## src/rtl/hit_out_pkg.sv

```systemverilog
package hit_out_pkg;

   typedef enum logic [1:0] {
      OVR_PASS = 2'b00,
      OVR_HIGH = 2'b01,
      OVR_LOW  = 2'b10,
      OVR_MUTE = 2'b11
   } ovr_mode_t;

   typedef enum logic [1:0] {
      QS_IDLE  = 2'b00,
      QS_PULSE = 2'b01,
      QS_DEAD  = 2'b10
   } qstate_t;

endpackage

```

## src/rtl/hit_sync.sv

```systemverilog
module hit_sync #(
   parameter int STAGES = 2
) (
   input  logic clk,
   input  logic rst_n,
   input  logic d,
   output logic q
);

   if (STAGES < 2) begin : g_bad_stages
      $error("hit_sync: STAGES must be at least 2");
   end

   for (genvar i = 0; i < STAGES; i++) begin : g_st
      logic r;
      if (i == 0) begin : g_first
         always_ff @(posedge clk or negedge rst_n) begin
            if (!rst_n) r <= 1'b0;
            else        r <= d;
         end
      end else begin : g_next
         always_ff @(posedge clk or negedge rst_n) begin
            if (!rst_n) r <= 1'b0;
            else        r <= g_st[i-1].r;
         end
      end
   end

   assign q = g_st[STAGES-1].r;

endmodule

```

## src/rtl/charge_shaper.sv

```systemverilog
module charge_shaper
   import hit_out_pkg::*;
#(
   parameter int STEP_CYC  = 25,
   parameter int DEAD_W    = 3,
   parameter int MIN_STEPS = 3
) (
   input  logic              clk,
   input  logic              rst_n,
   input  logic              en,
   input  logic              q_sync,
   input  logic [DEAD_W-1:0] dead_code,
   output logic              charge_lvl
);

   localparam int MAX_STEPS = MIN_STEPS + (1 << DEAD_W) - 1;
   localparam int MAX_WIN   = MAX_STEPS * STEP_CYC;
   localparam int CNT_W     = $clog2(MAX_WIN + 1);

   if (STEP_CYC < 1) begin : g_bad_step
      $error("charge_shaper: STEP_CYC must be positive");
   end
   if (DEAD_W < 1) begin : g_bad_w
      $error("charge_shaper: DEAD_W must be positive");
   end

   qstate_t          st;
   logic             q_prev;
   logic             rise;
   logic [CNT_W-1:0] cnt;
   logic [CNT_W-1:0] win_len;

   assign rise    = q_sync & ~q_prev;
   assign win_len = CNT_W'((MIN_STEPS + int'(dead_code)) * STEP_CYC);

   always_ff @(posedge clk or negedge rst_n) begin
      if (!rst_n) q_prev <= 1'b0;
      else        q_prev <= q_sync;
   end

   always_ff @(posedge clk or negedge rst_n) begin
      if (!rst_n) begin
         st  <= QS_IDLE;
         cnt <= '0;
      end else if (!en) begin
         st  <= QS_IDLE;
         cnt <= '0;
      end else begin
         unique case (st)
            QS_IDLE: if (rise) st <= QS_PULSE;
            QS_PULSE: if (!q_sync) begin
               st  <= QS_DEAD;
               cnt <= win_len - CNT_W'(1);
            end
            QS_DEAD: begin
               if (cnt == '0) st  <= QS_IDLE;
               else           cnt <= cnt - CNT_W'(1);
            end
            default: st <= QS_IDLE;
         endcase
      end
   end

   assign charge_lvl = (st == QS_PULSE);

   // a dead window never turns straight into a new pulse
   p_no_hit_in_dead_r6: assert property (@(posedge clk) disable iff (!rst_n)
      (en && st == QS_DEAD) |=> (st != QS_PULSE));

   // leaving active charge style clears pulse and window
   p_clear_on_exit_r8: assert property (@(posedge clk) disable iff (!rst_n)
      !en |=> (st == QS_IDLE && cnt == '0));

   // the window counter stays below the longest programmable window
   p_dead_bound_r10: assert property (@(posedge clk) disable iff (!rst_n)
      (st == QS_DEAD) |-> (int'(cnt) < MAX_WIN));

   // a pulse ends only once the synchronized charge input has dropped
   p_pulse_tracks_input_r5: assert property (@(posedge clk) disable iff (!rst_n)
      (en && st == QS_PULSE && q_sync) |=> (st == QS_PULSE));

endmodule

```

## src/rtl/out_select.sv

```systemverilog
module out_select
   import hit_out_pkg::*;
(
   input  logic       tot_sel,
   input  logic [1:0] chan_mode,
   input  logic       disc_sync,
   input  logic       charge_lvl,
   output logic       out_d
);

   ovr_mode_t ovr;
   logic      formed;

   assign ovr    = ovr_mode_t'(chan_mode);
   assign formed = tot_sel ? disc_sync : charge_lvl;

   always_comb begin
      unique case (ovr)
         OVR_PASS: out_d = formed;
         OVR_HIGH: out_d = 1'b1;
         OVR_LOW:  out_d = 1'b0;
         OVR_MUTE: out_d = 1'b0;
         default:  out_d = 1'b0;
      endcase
   end

endmodule

```

## src/rtl/hit_out_former.sv

```systemverilog
module hit_out_former
   import hit_out_pkg::*;
#(
   parameter int SYNC_STAGES = 2,
   parameter int STEP_CYC    = 25,
   parameter int DEAD_W      = 3
) (
   input  logic              clk,
   input  logic              rst_n,
   input  logic              disc_in,
   input  logic              qpulse_in,
   input  logic              tot_sel,
   input  logic [1:0]        chan_mode,
   input  logic [DEAD_W-1:0] dead_code,
   output logic              out_bit
);

   localparam int MIN_STEPS = 3;

   logic disc_s;
   logic q_s;
   logic charge_en;
   logic charge_lvl;
   logic out_d;

   hit_sync #(.STAGES(SYNC_STAGES)) u_sync_disc (
      .clk(clk), .rst_n(rst_n), .d(disc_in), .q(disc_s)
   );

   hit_sync #(.STAGES(SYNC_STAGES)) u_sync_q (
      .clk(clk), .rst_n(rst_n), .d(qpulse_in), .q(q_s)
   );

   assign charge_en = (chan_mode == OVR_PASS) && !tot_sel;

   charge_shaper #(
      .STEP_CYC(STEP_CYC), .DEAD_W(DEAD_W), .MIN_STEPS(MIN_STEPS)
   ) u_shaper (
      .clk(clk), .rst_n(rst_n), .en(charge_en), .q_sync(q_s),
      .dead_code(dead_code), .charge_lvl(charge_lvl)
   );

   out_select u_sel (
      .tot_sel(tot_sel), .chan_mode(chan_mode), .disc_sync(disc_s),
      .charge_lvl(charge_lvl), .out_d(out_d)
   );

   always_ff @(posedge clk or negedge rst_n) begin
      if (!rst_n) out_bit <= 1'b0;
      else        out_bit <= out_d;
   end

   p_force_high_r1: assert property (@(posedge clk) disable iff (!rst_n)
      (chan_mode == 2'b01) |=> out_bit);

   p_force_low_r2: assert property (@(posedge clk) disable iff (!rst_n)
      (chan_mode == 2'b10) |=> !out_bit);

   p_mute_r3: assert property (@(posedge clk) disable iff (!rst_n)
      (chan_mode == 2'b11) |=> !out_bit);

   p_tot_follow_r4: assert property (@(posedge clk) disable iff (!rst_n)
      (chan_mode == 2'b00 && tot_sel) |=> (out_bit == $past(disc_s)));

endmodule

```

## config.mk

```make
export PLATFORM = sky130hd
export DESIGN_NAME = hit_out_former
export DESIGN_NICKNAME = d
export VERILOG_FILES = /design/src/rtl/hit_out_pkg.sv /design/src/rtl/hit_sync.sv /design/src/rtl/charge_shaper.sv /design/src/rtl/out_select.sv /design/src/rtl/hit_out_former.sv
export SDC_FILE = /design/constraint.sdc
export NUM_CORES = 1
export LEC_CHECK = 0
export ABC_AREA = 1
export BUFFER_PORTS_ARGS = -buffer_cell sky130_fd_sc_hd__clkbuf_2
export CORE_MARGIN = 10
export CORE_UTILIZATION = 59
export CTS_BUF_LIST = sky130_fd_sc_hd__clkbuf_4 sky130_fd_sc_hd__clkbuf_8 sky130_fd_sc_hd__clkbuf_16
export CTS_CLUSTER_DIAMETER = 100
export DETAILED_ROUTE_END_ITERATION = 12
export GPL_TIMING_DRIVEN = 0
export PLACE_DENSITY = 0.87
export SYNTH_ARGS = -nofsm -noshare
export SYNTH_HDL_FRONTEND = slang
export SYNTH_SLANG_ARGS = --single-unit
```

## constraint.sdc

```tcl
create_clock -name clk -period 1.8 [get_ports clk]
set_input_delay 0.27 -clock clk [delete_from_list [all_inputs] [get_ports clk]]
set_output_delay 0.27 -clock clk [all_outputs]
set_load 0.005 [all_outputs]
```

# == Word level (Yosys, flattened, before mapping) ==
# Cells that the tools add are included.
# op_classes
n_addsub,3
multipliers,1
n_eq_ne,10
muxes,11
bitwise_logic,2
reduce_logical,8
# ops
operator,count
$mul 32x6->8 const B,1
$mux 8,3
$pmux 8 s2,1
$sub 8x1->8 const B,2
$ne 3x3->1 const B,4
$logic_not 8->1,1
$mux 2,4
$eq 2x2->1 const B,3
$pmux 2 s3,1
$reduce_and 3->1,2
$add 2x3->4 const A,1
$eq 2x1->1 const B,2
$logic_not 2->1,2
$ne 3x2->1 const B,1
$pmux 1 s3,1
$reduce_or 2->1,1
$and 1x1->1,1
$logic_and 1x1->1,1
$logic_not 1->1,1
$mux 1,1
$not 1->1,1
# word_totals
reg_bits,16
inputBits,10
output_inout_bits,1
wordCells,43

# == Logic depth before layout (Yosys ltp) ==
# logic_depth
ltp_word,6
depth_mapped,17
mapped_depth_nobuf,17

# == Hierarchy ==
# A second synthesis with hierarchy kept.
# unflattened
cells_unflattened,194
area_unflattened_um2,1362.6
# by_module_without_submodules
module,n_inst,cells_each,area_each_um2,seq_area_each_um2
charge_shaper,1,176,1186.1,275.3
hit_sync,2,2,50.0,50.0
hit_out_former,1,5,42.5,25.0
out_select,1,9,33.8,0.0

# == Least setup slack after synthesis ==
# No wires, ideal clock.
# synth_timing
path_type,input -> register
start,in dead_code[0]
end,reg u_shaper.cnt[6]
setup_ns,0.117
t_arrival_ns,2.574
required_ns,1.683
setup_slack_ns,-0.892
path_stages,14
n_path_buf,0
cell_sequence,inv_1 > ha_1 > xnor2_1 > inv_1 > ha_1 > inv_1 > fa_1 > inv_1 > ha_1 > a21oi_1 > a21o_1 > nand3_1 > nand3_1 > nand2_1
# synth_between
elab_chain_cells,6
# synth_lines
element,line_no,source
start: declaration,hit_out_former.sv:14,"input logic [DEAD_W-1:0] dead_code,"
$add 2x3->4,charge_shaper.sv:34,assign win_len = CNT_W'((MIN_STEPS + int'(dead_code)) * STEP_CYC);
$mul 32x6->8,charge_shaper.sv:34,
$sub 8x1->8,charge_shaper.sv:53,cnt <= win_len - CNT_W'(1);
$mux 8,charge_shaper.sv:51,QS_PULSE: if (!q_sync) begin
$pmux 8 s2,charge_shaper.sv:49,unique case (st)
$mux 8,charge_shaper.sv:45,end else if (!en) begin
end signal: assignment,charge_shaper.sv:53,
end signal: assignment,charge_shaper.sv:57,else cnt <= cnt - CNT_W'(1);
end: declaration,charge_shaper.sv:30,logic [CNT_W-1:0] cnt;
# Every way passes these cells. The select of a mux whose other input is x is not followed.
# A chain may end at the register's enable or synchronous reset.

# == Final worst setup path ==
# Ends and elaborated chain as after synthesis.

==> flow_summary.toml <==
[final_layout]
drive_gt1_share_pct = 30.7
final_nets = 233
layout_common_cells = "45 x nand2_1, 26 x inv_1, 16 x dfrtp_1"
fillers = 130
antenna_cells = 0
final_cell_area_um2 = 1740
mostFrequentLayoutCell = "nand2_1"
instances_no_fill = 233
syn_to_final_growth_pct = 27.3

[placement]
globalplace.congestion = 0.897
placed_area_um2 = 1570
dp_slack_ps = -953
dpl.hpwl_um = 2330
placed_cells = 221
numPortBuffers = 10

[clock_network]
clockBufferDepth = 2
cts_max_level = 1
cts_tree = "yes"
root_buffer = "clkbuf_4"
clk_pin_slew_ps = 90
cts.sinks = 16
clkLatencyLatePin_ps = 290
cts_buffers = 3

[floorplanning]
ios = 11
fp.dieH_um = 68.1
rows = 17
core-area_um2 = 2210
die_w_um = 68.1
dieArea_um2 = 4640
start_util_pct = 61.8

[timing]
setup_violations = 5
fmax_mhz = 420
rsz0062_at_grt = "yes"
setup_tns_ps = -1970
relSlewSlack_pct = 68.8
drv_slew = 0
min_period_ps = 2380
fin_crit_sh_pct = 132
setup_slack_ps = -579
final_hold_viol_count = 0
fin_worst_skew_ps = 4.09
tightest_slew_ps = 468

[global_route]
antenna_found_initial = 0
grt_pass1_vias = 1259
grt_usage_pct = 15.5
grt_pass1_wl_um = 5640
grt_max_degree = 17
grt-ovfl-total = 0

[synthesis]
synthesis.nets = 210
async_reset_ff_share_pct = 100
synth_cell_types = 28
yosys-top-cells-area = "dfrtp_1 29%, ha_1 13%, nand2_1 13%"
netlist_area_um2 = 1370
synth_top_area_cell = "dfrtp_1"
synth-main-ff-cell = "dfrtp_1"
synth_seq_cells = 16
ys_seq_area_share_pct = 29.3
netlist_instances = 183
yosysWarnings = 0
yosysTopAreaCellShare_pct = 29.3
synth_edf_count = 0
syn_avg_cell_area_um2 = 7.47

[drt]
wl_per_cell_um = 14.4
drcViolationCount = 0
dr.pass1.iters = 4
drt_wl_total_um = 3350
drtAntennaViolNets = 0
drt-initial-drc-count = 89
vias = 1314
via_per_inst = 5.64

[min_path]
hp-class = "input pin to flop"

[setup_path]
worstSetupEndpointType = "flop"
cp_data_arrival_time_ps = 2610
path_max_fanout = 4
worstSetupStartpointType = "input pin"
crit_required_ps = 2030
crit_chain = "clkbuf_16 -> inv_12 -> ha_4 -> xnor2_4 -> inv_2 -> ha_4 -> inv_4 -> fa_1 -> inv_2 -> ha_4 -> nand3_1 -> a21o_1 -> nand3_1 -> nand3_1 -> nand2_1"
crit_type = "input pin to flop"
critPathSlowestCell = "fa_1"
critical_path.max_stage_delay_ps = 480

[flow_run]
maxCapViolCount = 0

[pwr]
p_leak_nw = 0.938
irDropWorstVdd_uv = 632
power_density_nw_per_um2 = 717

[run_status]
outcome = "finished, violations left"
violations = "negative setup slack"
[worst paths after layout]
path / cells past startpoint / endpoint / startpoint / slack (ps)
worst max-delay path: 15 / u_shaper.cnt[6] / dead_code[0] / -580
worst min-delay path: 1 / u_sync_q.g_st[0].r / qpulse_in / 80
worst max register to register: 9 / u_shaper.cnt[6] / u_shaper.cnt[0] / 250
worst min register to register: 0 / u_sync_disc.q / u_sync_disc.g_st[0].r / 360
max in group asynchronous: 2 / u_shaper.q_prev / rst_n / 1100
min in group asynchronous: 2 / u_shaper.cnt[6] / rst_n / 420
[sequential cells by signal, indices dropped and copies added (netlist names)]
name,count
u_sync_q.g_st.r,1
u_sync_disc.q,1
u_sync_disc.g_st.r,1
out_bit,1
u_shaper.q_prev,1
u_shaper.cnt,8
u_sync_q.q,1
u_shaper.st,2
[Yosys cell counts (3+ instances only)]
master	n
nor2_1	12
a21oi_1	8
nand3_1	14
inv_1	36
o21ai_0	7
ha_1	14
nand2_1	46
dfrtp_1	16
fa_1	3
nand2_2	3
[per-layer routing]
metal  up-vias  share of wire [%]  GRT usage, %
met5         -                  0             0
met4         0                3.8          4.52
met3        18                9.4          4.89
met2        74                 48          26.6
met1       600                 39          18.1
li1        622                  -             -
[worst max-delay path, delay by kind of cell]
kind / cells / cell delay (ps)
adders and majority gates: 4 / 1220
xor gates and xnor gates: 1 / 200
buffers and inverters: 5 / 300
and+or+nand+nor: 4 / 390
AOI/OAI and AO/OA: 1 / 210
[layout make-up]
| cell class | instances | area (um^2) | area share [%] |
|---|---|---|---|
| Buffer | 1 | 11.3 | 0.647 |
| Inverter | 38 | 165 | 9.49 |
| Tap cell | 28 | 35.0 | 2.01 |
| Sequential cell | 16 | 400 | 23.0 |
| Multi-Input combinational cell | 128 | 950 | 54.6 |
| Clock buffer | 4 | 36.3 | 2.08 |
| Timing Repair Buffer | 18 | 143 | 8.20 |
[per-stage QoR]
step	total power [W]	hold WS [ps]	utilization [%]
floorplan	0.000795	-25.6	-
global placement	0.000882	208	71.2
detailed placement	0.000908	210	71.2
CTS	0.00119	76.8	77.7
global route	0.00133	63.3	78.7
finish	0.00125	77.9	78.7
[logic make-up after synthesis]
family                   after synthesis  share of synthesized area [%]
XOR/XNOR                               4                           2.56
flip-flops                            16                           29.3
AO/OA/AOI/OAI                         23                           10.7
adder cells (fa/ha/maj)               17                           17.2
buffers and inverters                 39                           11.4
AND/OR/NAND/NOR                       84                           28.8
[where the power goes]
part / total (W) / internal (W) / leakage [nW] / switching, W
registers: 0.000376 / 0.000369 / 0.210 / 0.00000740
logic: 0.000635 / 0.000292 / 0.707 / 0.000343
clock network: 0.000237 / 0.000123 / 0.0210 / 0.000113
[repair_timing]
item                                    CTS  global route
hold buffers                              1             0
endpoints found under the setup margin    5             5
resized for setup                        12             5
buffers inserted                          6             1
endpoints found under the hold margin    16             0
pin swaps                                14            10
Power figures use the tool's default switching activity.
